### config.mk
export PLATFORM = sky130hd
export DESIGN_NAME = serial_frame_rx
export DESIGN_NICKNAME = d
export VERILOG_FILES = /design/src/rtl/sfr_pkg.sv /design/src/rtl/sfr_pin_sync.sv /design/src/rtl/sfr_frame_fsm.sv /design/src/rtl/sfr_ready_ctrl.sv /design/src/rtl/serial_frame_rx.sv
export SDC_FILE = /design/constraint.sdc
export NUM_CORES = 1
export LEC_CHECK = 0
export BUFFER_PORTS_ARGS = -buffer_cell sky130_fd_sc_hd__buf_2
export CAP_MARGIN = 20
export CORE_MARGIN = 1.5
export CORE_UTILIZATION = 37
export CTS_CLUSTER_DIAMETER = 80
export DETAILED_ROUTE_END_ITERATION = 8
export PLACE_DENSITY_LB_ADDON = 0.15
export SLEW_MARGIN = 20
export SYNTH_ARGS = -nofsm -noshare
export SYNTH_HDL_FRONTEND = slang
export SYNTH_SLANG_ARGS = --single-unit
### constraint.sdc
create_clock -name clk -period 5.1 [get_ports clk]
set_input_delay 0.765 -clock clk [delete_from_list [all_inputs] [get_ports clk]]
set_output_delay 0.765 -clock clk [all_outputs]
set_load 0.05 [all_outputs]
### src/rtl/sfr_pkg.sv
package sfr_pkg;
    localparam int FRAME_BITS = 24;
    localparam int CMD_BITS   = 8;
    localparam int DATA_BITS  = FRAME_BITS - CMD_BITS;

    typedef enum logic [1:0] {
        ST_IDLE  = 2'd0,
        ST_SHIFT = 2'd1,
        ST_DONE  = 2'd2
    } rx_state_t;
endpackage

### src/rtl/sfr_pin_sync.sv
module sfr_pin_sync #(
    parameter int             W       = 3,
    parameter int             STAGES  = 2,
    parameter logic [W-1:0]   RST_VAL = '1
) (
    input  logic         clk,
    input  logic         rst_n,
    input  logic [W-1:0] din,
    output logic [W-1:0] lvl,
    output logic [W-1:0] prev
);
    logic [W-1:0] chain [STAGES+1];

    always_ff @(posedge clk or negedge rst_n) begin
        if (!rst_n) begin
            for (int i = 0; i <= STAGES; i++) chain[i] <= RST_VAL;
        end else begin
            chain[0] <= din;
            for (int i = 1; i <= STAGES; i++) chain[i] <= chain[i-1];
        end
    end

    assign lvl  = chain[STAGES-1];
    assign prev = chain[STAGES];
endmodule

### src/rtl/sfr_frame_fsm.sv
module sfr_frame_fsm
    import sfr_pkg::*;
#(
    parameter int FB = FRAME_BITS
) (
    input  logic          clk,
    input  logic          rst_n,
    input  logic          cs_lvl,
    input  logic          sck_fall,
    input  logic          sdi_lvl,
    output logic          last_bit,
    output logic [FB-1:0] frame_nx,
    output logic          done_nx,
    output logic          valid,
    output logic [FB-1:0] frame_q
);
    localparam int CW = $clog2(FB + 1);

    rx_state_t     state_q, state_d;
    logic [CW-1:0] cnt_q, cnt_d;
    logic [FB-1:0] shreg_q, shreg_d;

    always_comb begin
        state_d  = state_q;
        cnt_d    = cnt_q;
        shreg_d  = shreg_q;
        last_bit = 1'b0;
        unique case (state_q)
            ST_IDLE: begin
                cnt_d = '0;
                if (!cs_lvl) state_d = ST_SHIFT;
            end
            ST_SHIFT: begin
                if (cs_lvl) begin
                    state_d = ST_IDLE;
                    cnt_d   = '0;
                end else if (sck_fall) begin
                    shreg_d = {shreg_q[FB-2:0], sdi_lvl};
                    cnt_d   = cnt_q + CW'(1);
                    if (cnt_q == CW'(FB - 1)) begin
                        last_bit = 1'b1;
                        state_d  = ST_DONE;
                    end
                end
            end
            ST_DONE: begin
                if (cs_lvl) begin
                    state_d = ST_IDLE;
                    cnt_d   = '0;
                end
            end
            default: state_d = ST_IDLE;
        endcase
    end

    assign frame_nx = shreg_d;
    assign done_nx  = (state_d == ST_DONE);

    always_ff @(posedge clk or negedge rst_n) begin
        if (!rst_n) begin
            state_q <= ST_IDLE;
            cnt_q   <= '0;
            shreg_q <= '0;
        end else begin
            state_q <= state_d;
            cnt_q   <= cnt_d;
            shreg_q <= shreg_d;
        end
    end

    always_ff @(posedge clk or negedge rst_n) begin
        if (!rst_n) begin
            valid   <= 1'b0;
            frame_q <= '0;
        end else begin
            valid <= last_bit;
            if (last_bit) frame_q <= shreg_d;
        end
    end

    AST_CNT_CAP: assert property (@(posedge clk) disable iff (!rst_n)
        cnt_q <= CW'(FB));
    AST_ONE_SHOT: assert property (@(posedge clk) disable iff (!rst_n)
        valid |=> !valid);
    AST_ABORT_QUIET: assert property (@(posedge clk) disable iff (!rst_n)
        (state_q == ST_IDLE && $past(state_q) == ST_SHIFT) |-> !valid);
    AST_DONE_ENTRY: assert property (@(posedge clk) disable iff (!rst_n)
        (state_q == ST_DONE && $past(state_q) == ST_SHIFT) |-> valid);
    AST_IDLE_CLEAR: assert property (@(posedge clk) disable iff (!rst_n)
        (state_q == ST_IDLE && $past(state_q) == ST_IDLE) |-> cnt_q == '0);
endmodule

### src/rtl/sfr_ready_ctrl.sv
module sfr_ready_ctrl
    import sfr_pkg::*;
#(
    parameter int          FB      = FRAME_BITS,
    parameter int          CB      = CMD_BITS,
    parameter logic [7:0]  CMD_PWR = 8'h03,
    parameter int          EN_BIT  = 0
) (
    input  logic          clk,
    input  logic          rst_n,
    input  logic          last_bit,
    input  logic [FB-1:0] frame_nx,
    input  logic          done_nx,
    output logic          rdy_n
);
    logic en_q, en_nx;

    always_comb begin
        en_nx = en_q;
        if (last_bit && frame_nx[FB-1 -: CB] == CMD_PWR[CB-1:0])
            en_nx = frame_nx[EN_BIT];
    end

    always_ff @(posedge clk or negedge rst_n) begin
        if (!rst_n) begin
            en_q  <= 1'b1;
            rdy_n <= 1'b1;
        end else begin
            en_q  <= en_nx;
            rdy_n <= ~(done_nx & en_nx);
        end
    end

    AST_RDY_IDLE_HIGH: assert property (@(posedge clk) disable iff (!rst_n)
        !$past(done_nx) |-> rdy_n);
    AST_RDY_DISABLED: assert property (@(posedge clk) disable iff (!rst_n)
        !$past(en_nx) |-> rdy_n);
endmodule

### src/rtl/serial_frame_rx.sv
module serial_frame_rx
    import sfr_pkg::*;
(
    input  logic                 clk,
    input  logic                 rst_n,
    input  logic                 cs_n,
    input  logic                 sck,
    input  logic                 sdi,
    output logic                 rdy_n,
    output logic                 frame_valid,
    output logic [CMD_BITS-1:0]  cmd,
    output logic [DATA_BITS-1:0] data
);
    logic [2:0]            pin_lvl, pin_prev;
    logic                  sck_fall, last_bit, done_nx;
    logic [FRAME_BITS-1:0] frame_nx, frame_q;

    sfr_pin_sync #(.W(3), .STAGES(2), .RST_VAL(3'b111)) u_sync (
        .clk  (clk),
        .rst_n(rst_n),
        .din  ({cs_n, sck, sdi}),
        .lvl  (pin_lvl),
        .prev (pin_prev)
    );

    // falling serial clock counts only while select is low
    assign sck_fall = pin_prev[1] & ~pin_lvl[1] & ~pin_lvl[2];

    sfr_frame_fsm #(.FB(FRAME_BITS)) u_fsm (
        .clk     (clk),
        .rst_n   (rst_n),
        .cs_lvl  (pin_lvl[2]),
        .sck_fall(sck_fall),
        .sdi_lvl (pin_lvl[0]),
        .last_bit(last_bit),
        .frame_nx(frame_nx),
        .done_nx (done_nx),
        .valid   (frame_valid),
        .frame_q (frame_q)
    );

    sfr_ready_ctrl #(.FB(FRAME_BITS), .CB(CMD_BITS)) u_rdy (
        .clk     (clk),
        .rst_n   (rst_n),
        .last_bit(last_bit),
        .frame_nx(frame_nx),
        .done_nx (done_nx),
        .rdy_n   (rdy_n)
    );

    assign cmd  = frame_q[FRAME_BITS-1 -: CMD_BITS];
    assign data = frame_q[DATA_BITS-1:0];
endmodule

==> reports/metrics.yaml <==
run_status:
  status: "complete, but fails checks"
  violations: "design-rule violations"
sta:
  hold_viol_final: 0
  fin_crit_ps: 2090
  max_freq_mhz: 479
  setup_viol: 0
  tightest_slew_ps: 785
  rsz0062_at_grt: "false"
  slew_headroom: 0.477
  clock-skew-final_ps: 3.06
  hold_ws_ps: 355
  tns_ps: 0
  slew_violations: 0
  period_share: 0.410
routing:
  routed_wl_mm: 3.97
  vias: 1370
  vias_per_cell: 4.93
  first_iter_violations: 70
  ant_nets: 0
  drt_pass1_iterations: 6
  drc: 1
  wl_per_cell_um: 14.3
global_routing:
  grt_util_met1: 0.163
  grt_max_degree: 66
  gr-total-overflow: 0
  groute.usage.overall: 0.126
  antenna_found_initial: 0
  met2_usage: 0.180
  gr-max-usage-layer: "met2"
  grt_pass1_vias: 1413
  grt_pass1_wl_mm: 6.93
  use_met3: 0.0399
pwr:
  clkPwrFrac: 0.447
  p_int_uw: 844
  seqPwrFrac: 0.519
  p_switching_uw: 211
  leakagePower_uw: 0.00153
  power_density_nw_per_um2: 356
  swShare: 0.200
  pwr-share-comb: 0.034
  ir_worst_vdd_uv: 156
worst_setup_path:
  reg2reg_from: "u_fsm.cnt_q[0]"
  crit_fanout: 9
  cp.arrival_ps: 2300
  cp.required_ps: 5310
  end_kind: "flip-flop"
  startpoint: "u_fsm.cnt_q[0]"
  worstSetupPathType: "reg2reg"
  start_kind: "flip-flop"
synthesis:
  yosysWarningCount: 0
  seq_area_frac_synth: 0.653
  syn_area_per_cell_um2: 15.9
  ys_ff_latch: 65
  synth_area_um2: 2510
  synth_cell_types: 29
  synth_cells: 158
  syn-num-nets: 164
cts:
  cts_buffer_depth: 2
  path_clk_slew_ps: 60
  clkLatencyLatePin_ps: 320
  cts-buffers-inserted: 9
  postCtsSetupBuffers: 0
  cts_resized: 0
  cts_tree: "built"
  h-tree-depth: 3
  cts_hold_buffers: 0
  root_buffer: "clkbuf_8"
  cts_sinks: 65
final_layout:
  final_nets: 202
  final-seq-area_um2: 1640
  final_common_cell: "dfrtp_1"
  diodes: 0
  final_util: 0.459
  syn_to_final_growth_pct: 18.2
  mostFrequentLayoutCells: "dfrtp_1 (56), mux2_2 (47), buf_2 (30)"
  multi_input_area_um2: 818
  fin_area_um2: 2960
  layout-drive-gt1-share: 0.547
  fill_cells: 598
floorplanning:
  die_width_um: 85.3
  placementRows: 29
  die_y_um: 85.3
  fp.coreArea_um2: 6460
  start_util: 0.388
  die_area_um2: 7280
  io_pins: 31
placed_design:
  io_buffers: 30
  dpl_cell_area_um2: 2720
  dp_hpwl_mm: 2.59
  place_congestion: 0.747
min_path:
  worst_hold_startpoint: "u_sync.chain[8]"
  hold_class: "reg2reg"
run:
  drv_cap: 0
==> kinds of logic (layout without fill, tap and decap cells) <==
group / count (synthesis) / after routing / share of synthesized area
AND/OR/NAND/NOR: 22 / 22 / 0.0594
AO/OA/AOI/OAI: 13 / 13 / 0.0389
buffers and inverters: 8 / 51 / 0.0205
flip-flops: 65 / 65 / 0.653
multiplexers: 49 / 49 / 0.223
adder cells (fa/ha/maj): 1 / 1 / 0.00499
==> sequential cells by signal (all words and copies together) (netlist names) <==
name           cells
u_sync.prev        1
u_sync.chain       3
u_fsm.valid        1
u_rdy.rdy_n        1
u_fsm.shreg_q     24
u_fsm.cnt_q        5
u_sync.lvl         3
u_fsm.frame_q     24
u_rdy.en_q         1
u_fsm.state_q      2
==> cell usage after synthesis <==
cell type	n	area share
dfrtp_1	56	0.56
mux2_2	47	0.21
dfstp_2	9	0.094
o21ai_0	7	0.014
nand2_1	5	0.0075
nand2b_1	4	0.010
a21oi_1	2	0.0040
and4b_1	2	0.0080
buf_6	2	0.0090
inv_1	2	0.0030
mux2_4	2	0.012
nand3_1	2	0.0040
or3_1	2	0.0050
a22oi_1	1	0.0030
a311oi_1	1	0.0035
a32o_1	1	0.0040
and2b_2	1	0.0035
buf_2	1	0.0020
buf_4	1	0.0030
clkbuf_2	1	0.0020
ha_1	1	0.0050
inv_2	1	0.0015
nand3_4	1	0.0070
nand4_1	1	0.0025
nor2_1	1	0.0015
nor2_4	1	0.0045
nor2b_1	1	0.0025
nor4b_1	1	0.0035
o311ai_4	1	0.010
==> power by group through the flow <==
stage	registers [uW]	clock network, uW	logic (uW)
after floorplan	552	0	22.6
after global placement	556	0	35.4
after detailed placement	557	0	36.8
after CTS	548	490	36.5
after global routing	551	510	39.9
final	548	472	35.4
==> per-layer routing <==
layer	vias to the layer above	routed length [um]	share of wire
li1	634	-	-
met1	698	1870	0.47
met2	27	1810	0.46
met3	11	186	0.047
met4	0	96	0.024
met5	-	0	0
==> worst max-delay path, cell delays in order, from the launching register on <==
cell and delay [ps]:
dfrtp_1 390, ha_1 220, and4b_1 240, nand4_1 410, inv_2 340, mux2_2 370
==> path summary, 6_finish.rpt <==
kind | to | slack [ps] | cells after the start
max reg2reg | u_fsm.frame_q[21] | 3010 | 5
min reg2reg | u_sync.lvl[2] | 350 | 0
min | u_sync.lvl[2] | 350 | 0
max in group asynchronous | u_fsm.frame_q[16] | 3980 | 2
max | u_fsm.frame_q[21] | 3010 | 5
min in group asynchronous | u_fsm.frame_q[7] | 610 | 2
==> final cells by class <==
| cell class | instances | area share |
|---|---|---|
| repair buffers | 32 | 0.0583 |
| well taps | 77 | 0.0325 |
| clock inverters | 1 | 0.0101 |
| inverters | 3 | 0.00380 |
| clock buffers | 15 | 0.0663 |
| multi-input cells | 85 | 0.276 |
| flip-flops and latches | 65 | 0.553 |
==> through the flow <==
| stage | setup slack, ps | std cells | power, uW |
|---|---|---|---|
| 6_report | 3010 | 278 | 1050 |
| 5_1_grt | 2820 | 278 | 1100 |
| 4_1_cts | 2310 | 277 | 1070 |
| 3_5_place_dp | 2310 | 261 | 593 |
| 3_3_place_gp | 2430 | 261 | 591 |
| 2_1_floorplan | 3390 | 158 | 575 |
No activity file was read; power rests on OpenSTA's default activity.
